`config.mk`:
```
export PLATFORM = sky130hd
export DESIGN_NAME = sram_access_ctrl
export DESIGN_NICKNAME = d
export VERILOG_FILES = /design/src/rtl/sram_ctrl_pkg.sv /design/src/rtl/sram_burst_seq.sv /design/src/rtl/sram_cycle_decode.sv /design/src/rtl/sram_byte_array.sv /design/src/rtl/sram_sleep_gate.sv /design/src/rtl/sram_access_ctrl.sv
export SDC_FILE = /design/constraint.sdc
export NUM_CORES = 2
export LEC_CHECK = 0
export BUFFER_PORTS_ARGS = -buffer_cell sky130_fd_sc_hd__buf_4
export CORE_ASPECT_RATIO = 0.7
export CORE_UTILIZATION = 50
export CTS_CLUSTER_DIAMETER = 150
export CTS_CLUSTER_SIZE = 8
export DETAILED_ROUTE_END_ITERATION = 16
export HOLD_SLACK_MARGIN = 0.02
export PLACE_DENSITY = 0.66
export SYNTH_ARGS = -nofsm -noshare
export SYNTH_HDL_FRONTEND = slang
export SYNTH_HIERARCHICAL = 1
export SYNTH_SLANG_ARGS = --single-unit
```
`constraint.sdc`:
```
create_clock -name clk -period 4.35 [get_ports clk]
set_input_delay 0.87 -clock clk [delete_from_list [all_inputs] [get_ports clk]]
set_output_delay 0.87 -clock clk [all_outputs]
set_load 0.02 [all_outputs]
```
`src/rtl/sram_ctrl_pkg.sv`:
```
package sram_ctrl_pkg;
  typedef enum logic [1:0] {
    CYC_IDLE  = 2'd0,
    CYC_READ  = 2'd1,
    CYC_WRITE = 2'd2
  } cyc_e;
endpackage

```
`src/rtl/sram_burst_seq.sv`:
```
module sram_burst_seq #(
  parameter int AW = 6,
  parameter int CW = 2
) (
  input  logic          clk,
  input  logic          rst_n,
  input  logic          load,
  input  logic          step,
  input  logic          linear,
  input  logic [AW-1:0] ext_addr,
  output logic [AW-1:0] addr_used
);
  logic [AW-CW-1:0] hi_q;
  logic [CW-1:0]    base_q;
  logic [CW-1:0]    cnt_q;
  logic [CW-1:0]    cnt_sel;

  function automatic logic [CW-1:0] lo_map(input logic [CW-1:0] b,
                                           input logic [CW-1:0] c,
                                           input logic lin);
    return lin ? (b + c) : (b ^ c);
  endfunction

  assign cnt_sel = step ? (cnt_q + CW'(1)) : cnt_q;

  always_comb begin
    if (load) addr_used = ext_addr;
    else      addr_used = {hi_q, lo_map(base_q, cnt_sel, linear)};
  end

  always_ff @(posedge clk or negedge rst_n) begin
    if (!rst_n) begin
      hi_q   <= '0;
      base_q <= '0;
      cnt_q  <= '0;
    end else if (load) begin
      hi_q   <= ext_addr[AW-1:CW];
      base_q <= ext_addr[CW-1:0];
      cnt_q  <= '0;
    end else if (step) begin
      cnt_q  <= cnt_sel;
    end
  end
endmodule

```
`src/rtl/sram_cycle_decode.sv`:
```
module sram_cycle_decode
  import sram_ctrl_pkg::*;
#(
  parameter int NB = 4
) (
  input  logic          sel_a_n,
  input  logic          sel_b,
  input  logic          sel_c_n,
  input  logic          cpu_stb_n,
  input  logic          ctl_stb_n,
  input  logic          burst_adv_n,
  input  logic          all_wr_n,
  input  logic          lane_wr_n,
  input  logic [NB-1:0] lane_sel_n,
  input  logic          active,
  input  logic          asleep,
  output cyc_e          nxt_cyc,
  output logic          load,
  output logic          step,
  output logic          wr_en,
  output logic [NB-1:0] wr_mask
);
  logic cpu_ok, any_stb, selected, wr_req;

  assign cpu_ok   = !cpu_stb_n && !sel_a_n;
  assign any_stb  = cpu_ok || !ctl_stb_n;
  assign selected = !sel_a_n && sel_b && !sel_c_n;
  assign wr_req   = !all_wr_n || !lane_wr_n;
  assign wr_mask  = !all_wr_n ? {NB{1'b1}} : (!lane_wr_n ? ~lane_sel_n : {NB{1'b0}});

  always_comb begin
    nxt_cyc = CYC_IDLE;
    load    = 1'b0;
    step    = 1'b0;
    wr_en   = 1'b0;
    if (asleep) begin
      nxt_cyc = CYC_IDLE;
    end else if (any_stb && !selected) begin
      nxt_cyc = CYC_IDLE;
    end else if (any_stb) begin
      load = 1'b1;
      if (!cpu_ok && wr_req) begin
        nxt_cyc = CYC_WRITE;
        wr_en   = 1'b1;
      end else begin
        nxt_cyc = CYC_READ;
      end
    end else if (active) begin
      step = !burst_adv_n;
      if (wr_req) begin
        nxt_cyc = CYC_WRITE;
        wr_en   = 1'b1;
      end else begin
        nxt_cyc = CYC_READ;
      end
    end
  end
endmodule

```
`src/rtl/sram_byte_array.sv`:
```
module sram_byte_array #(
  parameter int AW = 6,
  parameter int NB = 4,
  parameter int LW = 8
) (
  input  logic             clk,
  input  logic             we,
  input  logic [NB-1:0]    wmask,
  input  logic [AW-1:0]    waddr,
  input  logic [NB*LW-1:0] wdata,
  input  logic             re,
  input  logic [AW-1:0]    raddr,
  output logic [NB*LW-1:0] rdata
);
  localparam int DEPTH = 1 << AW;

  for (genvar g = 0; g < NB; g++) begin : g_lane
    logic [LW-1:0] lane_mem [DEPTH];
    logic [LW-1:0] lane_q;

    always_ff @(posedge clk) begin
      if (we && wmask[g]) lane_mem[waddr] <= wdata[g*LW +: LW];
      if (re)             lane_q <= lane_mem[raddr];
    end

    assign rdata[g*LW +: LW] = lane_q;
  end
endmodule

```
`src/rtl/sram_sleep_gate.sv`:
```
module sram_sleep_gate #(
  parameter int STAGES = 2
) (
  input  logic clk,
  input  logic rst_n,
  input  logic sleep_req,
  output logic asleep
);
  logic [STAGES-1:0] sh_q;

  always_ff @(posedge clk or negedge rst_n) begin
    if (!rst_n) sh_q <= '0;
    else        sh_q <= {sh_q[STAGES-2:0], sleep_req};
  end

  assign asleep = sh_q[STAGES-1];
endmodule

```
`src/rtl/sram_access_ctrl.sv`:
```
module sram_access_ctrl
  import sram_ctrl_pkg::*;
#(
  parameter int AW = 6,
  parameter int NB = 4,
  parameter int LW = 8,
  parameter int SLEEP_STAGES = 2
) (
  input  logic             clk,
  input  logic             rst_n,
  input  logic             sel_a_n,
  input  logic             sel_b,
  input  logic             sel_c_n,
  input  logic             cpu_stb_n,
  input  logic             ctl_stb_n,
  input  logic             burst_adv_n,
  input  logic             all_wr_n,
  input  logic             lane_wr_n,
  input  logic [NB-1:0]    lane_sel_n,
  input  logic             drv_en_n,
  input  logic             doze,
  input  logic             seq_linear,
  input  logic [AW-1:0]    addr,
  input  logic [NB*LW-1:0] wdata,
  output logic [NB*LW-1:0] rdata,
  output logic             dq_drive
);
  localparam int DW = NB * LW;

  cyc_e          cyc_q, nxt_cyc;
  logic          asleep, load, step, wr_en;
  logic [NB-1:0] wr_mask;
  logic [AW-1:0] addr_used, rd_addr_q;
  logic          rd_pend_q, dvalid_q;
  logic [DW-1:0] arr_q;

  sram_sleep_gate #(.STAGES(SLEEP_STAGES)) u_sleep (
    .clk(clk), .rst_n(rst_n), .sleep_req(doze), .asleep(asleep)
  );

  sram_cycle_decode #(.NB(NB)) u_dec (
    .sel_a_n(sel_a_n), .sel_b(sel_b), .sel_c_n(sel_c_n),
    .cpu_stb_n(cpu_stb_n), .ctl_stb_n(ctl_stb_n), .burst_adv_n(burst_adv_n),
    .all_wr_n(all_wr_n), .lane_wr_n(lane_wr_n), .lane_sel_n(lane_sel_n),
    .active(cyc_q != CYC_IDLE), .asleep(asleep),
    .nxt_cyc(nxt_cyc), .load(load), .step(step), .wr_en(wr_en), .wr_mask(wr_mask)
  );

  sram_burst_seq #(.AW(AW), .CW(2)) u_seq (
    .clk(clk), .rst_n(rst_n), .load(load), .step(step), .linear(seq_linear),
    .ext_addr(addr), .addr_used(addr_used)
  );

  sram_byte_array #(.AW(AW), .NB(NB), .LW(LW)) u_arr (
    .clk(clk), .we(wr_en), .wmask(wr_mask), .waddr(addr_used), .wdata(wdata),
    .re(rd_pend_q), .raddr(rd_addr_q), .rdata(arr_q)
  );

  // Stage one registers the access; stage two reads the array into the output word.
  always_ff @(posedge clk or negedge rst_n) begin
    if (!rst_n) begin
      cyc_q     <= CYC_IDLE;
      rd_pend_q <= 1'b0;
      rd_addr_q <= '0;
      dvalid_q  <= 1'b0;
    end else begin
      cyc_q     <= nxt_cyc;
      rd_pend_q <= (nxt_cyc == CYC_READ);
      rd_addr_q <= addr_used;
      dvalid_q  <= rd_pend_q;
    end
  end

  assign rdata    = arr_q;
  // Output-enable pin stays combinational; the valid bit provides the first-cycle mask.
  assign dq_drive = !drv_en_n && (cyc_q == CYC_READ) && dvalid_q && !asleep;
endmodule

```
==> results.md <==
- The flow ran to the end, and the final reports show no timing, DRC or antenna violations.
- The number of global-route vias before repair is 41090.
- In the global route stage, overall resource usage came out at 0.276.
- Of the total power, registers draw 0.417.
- The arrival time of the worst setup path is 4.67 ns.
- The internal power of the cells totals 40200 uW.
- For this run, the post-layout net count is between 4000 and 5000.
- During synthesis, Yosys emitted a total of 6 warnings.
- The net switching component of the power is around 14000 uW.
- The worst hold path begins at addr[1].
- The starting density of the core is 0.507.
- The compound-cell area share of the yosys netlist came to 0.0243.
- A synthesized cell averages approximately 22 um^2.
- The power share of the clock group is 0.380.
- The clock-pin slew reported for the worst setup and hold paths after clock tree synthesis is around 0.050 ns.
- The first-pass GRT wire length is 311000 um.
- The number of endpoints with negative hold slack in the final report is 0.
- The prevailing post-synth register cell is sky130_fd_sc_hd__edfxtp_1.
- Of the total power, combinational logic draws 0.203.
- The type of the worst setup path is flop to flop.
- The switching share of power is 0.265.
- The final setup skew is between 0.05 and 0.06 ns.
- The residual DRC count is 0.
- In this run the worst setup path begins at cyc_q[0]$_DFF_PN0_.
- The initial antenna violation count is 11.
- In the final layout, the share of cells above drive strength 1 is 0.305.
- The placer congestion estimate is between 0.9 and 1.
- Measured along the y axis, the die boundary spans roughly 340 um.
- The share of synthesized area in the top cell type comes to 0.776.
- The standard cell core area is 159000 um^2.
- The max-slew violation count was 0.
- Including well taps, the total number of placed cells is between 6000 and 7000.
- The aggregate global routing overflow is 0.
- Entering global routing, the biggest net connects 74 pins.
- The number of detailed-routing iterations run before antenna repair is 6.
- The path type of the worst min-delay path is input port to flop.
- The count of flip-flops with a built-in enable after synthesis is 2080.
- In this run the critical register-to-register path is launched from cyc_q[0]$_DFF_PN0_.
- Summing all multi-input logic gate instances after layout gives ~17000 um^2.
- The multiplexer share of the synthesized area is 0.153.
- Of the synthesized area, sequential elements account for 0.782.
- Buffers inserted during clock tree synthesis total ~310.
- The shortest period the worst path allows is ~4.2 ns.
- The final-layout worst hold slack is slightly above 0.2 ns.
- The reported max-cap violation count is 0.
- VDD sags by at most roughly 390 uV.
- The gate count of the mapped netlist is ~3700.
- For this block, the initial DRC count from the detailed router was approximately 5600.
- Measured on the finished design, the core utilization comes to 0.593.
- The root buffer selected by CTS is sky130_fd_sc_hd__clkbuf_16.
- For the worst-skew pair, the clock arrives at the later sink with an insertion delay of 0.92 ns.
- The number of standard cells in the layout, taps in and fillers out is approximately 6400.
- In this run the worst path has a maximum fanout of 8.
- The number of I/O port buffers is just under 90.
- The per-cell routed wire length is roughly 34 um.
- The number of clock sinks is 2100.
- Setup violations remaining at the end of the flow were counted as 0.
- Dividing total power by cell area gives a power density of between 500 and 600 nW/um^2.
- The H-tree level count is 5.
- The via density per instance is 6.47.
- Static timing analysis puts the maximum clock frequency at roughly 240 MHz.
- In the finished design, the share of the clock period the worst path needs comes to 0.956.
- Data on the critical path is required at its endpoint by approximately 4.9 ns.
- After synthesis, the largest family of logic cells by area is multiplexers.
- The startpoint kind of the worst setup timing path is a flop.
- The placed wire-length estimate is 140000 um.
- The distinct cell type count of the synthesized netlist is 52.
- Synthesis produced a netlist with a net count of between 3000 and 4000.
- From synthesis to final layout, the design area changed by 17.1%.
- The worst-margin pin slew is approximately 1.3 ns.
- Yosys attributes the largest share of cell area to sky130_fd_sc_hd__edfxtp_1 78%, sky130_fd_sc_hd__mux4_2 14%, sky130_fd_sc_hd__nor2_1 1.4%.
- The worst setup path is captured at a flop.
- The post-detailed-route count of antenna-violating nets is 0.
- Summed over all instances, the cell type with the most area after synthesis is sky130_fd_sc_hd__edfxtp_1.
- The XOR/XNOR share of the synthesized area is 0.000109.
- The floorplan step defined a die boundary enclosing 163000 um^2.
- The worst pin sits at a relative slew slack of 0.161.
- The final wirelength is between 200000 and 250000 um.
- The worst-case clock buffer depth is 4.
- The total number of vias is approximately 42000.
- After routing the design area is roughly 94000 um^2.
- The total placed instance area is between 80000 and 90000 um^2.
- Of the total synthesized cell area, the portion taken by full adders, half adders and majority gates is 0.000155.
- Setup repair after global routing left no endpoint under its margin.
- The total standard cell area after synthesis is approximately 80000 um^2.
- The count of filler cells inserted in the layout is ~11000.
- Summing all flip-flop and latch instances after layout gives around 63000 um^2.
- Of the total synthesized cell area, the portion taken by AND, OR, NAND and NOR gates is 0.0267.
- Pin placement for this block handled about 90 I/O pins.
- Synthesis inferred 2100 register bits.
- TritonCTS built the clock tree.
- Summed over all cells, the static leakage comes to approximately 0.030 uW.
- The floorplan step set the die width to just under 500 um.
- The number of placement rows is 122.
- The fraction of synthesis flops using an asynchronous set or reset pin is 0.00952.
per-stage QoR:
step | TNS [ns] | total power [uW] | worst slack [ns]
3_3_place_gp | -404.35 | 34100 | -0.437
3_5_place_dp | -414.64 | 34100 | -0.477
6_report | 0 | 54700 | 0.190
4_1_cts | 0 | 54900 | 0.145
2_1_floorplan | 0 | 29900 | 0.217
5_1_grt | 0 | 56100 | 0.0728
final timing paths:
| path | endpoint | slack, ns | cells after the start |
|---|---|---|---|
| max | u_arr/g_lane[2].lane_mem[1][0]$_DFFE_PP_ | 0.19 | 13 |
| min | u_seq/base_q[1]$_DFFE_PN0P_ | 0.21 | 2 |
| max reg2reg | u_arr/g_lane[2].lane_mem[1][0]$_DFFE_PP_ | 0.19 | 13 |
| min reg2reg | u_sleep/sh_q[1]$_DFF_PN0_ | 0.36 | 0 |
| max in group asynchronous | rd_addr_q[1]$_DFF_PN0_ | 3.60 | 2 |
| min in group asynchronous | cyc_q[0]$_DFF_PN0_ | 0.42 | 2 |
placed cells by master, fill, tap and decap left out, types with 8 or more instances in the layout:
master                         n
sky130_fd_sc_hd__nor2b_1      10
sky130_fd_sc_hd__a221oi_1     21
sky130_fd_sc_hd__o21ai_0      40
sky130_fd_sc_hd__dfrtp_1      13
sky130_fd_sc_hd__nor4_1       22
sky130_fd_sc_hd__buf_4       416
sky130_fd_sc_hd__nor2_1      294
sky130_fd_sc_hd__nand2b_1     11
sky130_fd_sc_hd__a22oi_1       8
sky130_fd_sc_hd__clkbuf_16   317
sky130_fd_sc_hd__mux2_2       13
sky130_fd_sc_hd__mux4_2      504
sky130_fd_sc_hd__o22a_1       13
sky130_fd_sc_hd__o221ai_1     18
sky130_fd_sc_hd__nor3_1       12
sky130_fd_sc_hd__o22ai_1     126
sky130_fd_sc_hd__clkbuf_1     32
sky130_fd_sc_hd__a21oi_1      34
sky130_fd_sc_hd__mux2i_1      85
sky130_fd_sc_hd__edfxtp_1   2080
sky130_fd_sc_hd__nand2_1     121
sky130_fd_sc_hd__diode_2       9
sky130_fd_sc_hd__buf_12       40
sky130_fd_sc_hd__a2bb2oi_1     9
worst max-delay path, cell delays in order (launching register included):
cell and delay, ns:
sky130_fd_sc_hd__dfrtp_1 0.37, sky130_fd_sc_hd__or2_1 0.23, sky130_fd_sc_hd__nor4b_2 0.17, sky130_fd_sc_hd__buf_4 0.16, sky130_fd_sc_hd__xor2_1 0.16, sky130_fd_sc_hd__ha_1 0.29
sky130_fd_sc_hd__inv_1 0.04, sky130_fd_sc_hd__o21ai_0 0.47, sky130_fd_sc_hd__buf_4 0.26, sky130_fd_sc_hd__nor3b_1 0.29, sky130_fd_sc_hd__buf_4 0.22, sky130_fd_sc_hd__nand2_1 0.10
sky130_fd_sc_hd__buf_4 0.15, sky130_fd_sc_hd__nor2_1 0.82
cell type report:
type,instances,share of cell area
diodes,9,0.000239
clock inverters,9,0.00122
repair buffers,458,0.0418
clock buffers,349,0.0854
inverters,4,0.000159
flip-flops and latches,2100,0.668
multi-input cells,1405,0.175
well taps,2108,0.0280
sequential cells by signal, summed over array words and instances (netlist names):
register               count
u_seq/cnt_q                2
dvalid_q                   1
rd_addr_q                  6
u_arr/g_lane.lane_mem   2048
u_seq/hi_q                 4
u_sleep/sh_q               2
rd_pend_q                  1
u_arr/g_lane.lane_q       32
cyc_q                      2
u_seq/base_q               2
cells in the mapped netlist (16+ instances only):
cell	number
sky130_fd_sc_hd__nor4_1	22
sky130_fd_sc_hd__o21ai_0	40
sky130_fd_sc_hd__dfrtp_1	20
sky130_fd_sc_hd__buf_4	29
sky130_fd_sc_hd__nor2_1	294
sky130_fd_sc_hd__o221ai_1	18
sky130_fd_sc_hd__buf_2	72
sky130_fd_sc_hd__edfxtp_1	2080
sky130_fd_sc_hd__clkbuf_1	95
sky130_fd_sc_hd__mux2i_1	85
sky130_fd_sc_hd__o22ai_1	126
sky130_fd_sc_hd__nand2_1	126
sky130_fd_sc_hd__mux4_2	504
sky130_fd_sc_hd__buf_1	16
sky130_fd_sc_hd__a221oi_1	21
sky130_fd_sc_hd__a21oi_1	34
layer usage:
layer	vias up	GRT usage	wire length (um)
li1	16600	-	-
met1	22164	0.402	89700
met2	2550	0.389	96400
met3	372	0.0992	28800
met4	2	0.0895	6090
met5	-	0	14
power groups by stage:
stage	sequential (uW)	combinational [uW]	clock (uW)
floorplan	22900	6990	0
global placement	23200	10900	0
detailed placement	23200	11000	0
CTS	22800	11000	21000
global route	22800	11500	21800
finish	22800	11100	20800
kinds of logic (layout without fill, tap and decap cells):
family,after synthesis,count (layout)
and+or+nand+nor,507,507
DFF,2100,2100
muxes,602,602
other,0,9
adders and majority gates,1,1
buffers and inverters,220,820
xor gates and xnor gates,1,1
AOI/OAI and AO/OA,294,294
repair_timing:
item                       4_1_cts  5_1_grt
hold buffers                     2        0
setup endpoints to repair        0      538
buffers inserted                 0        0
gates resized for setup          0        3
hold endpoints to repair        21        0
Note: power is estimated with default switching activity, not from simulation.
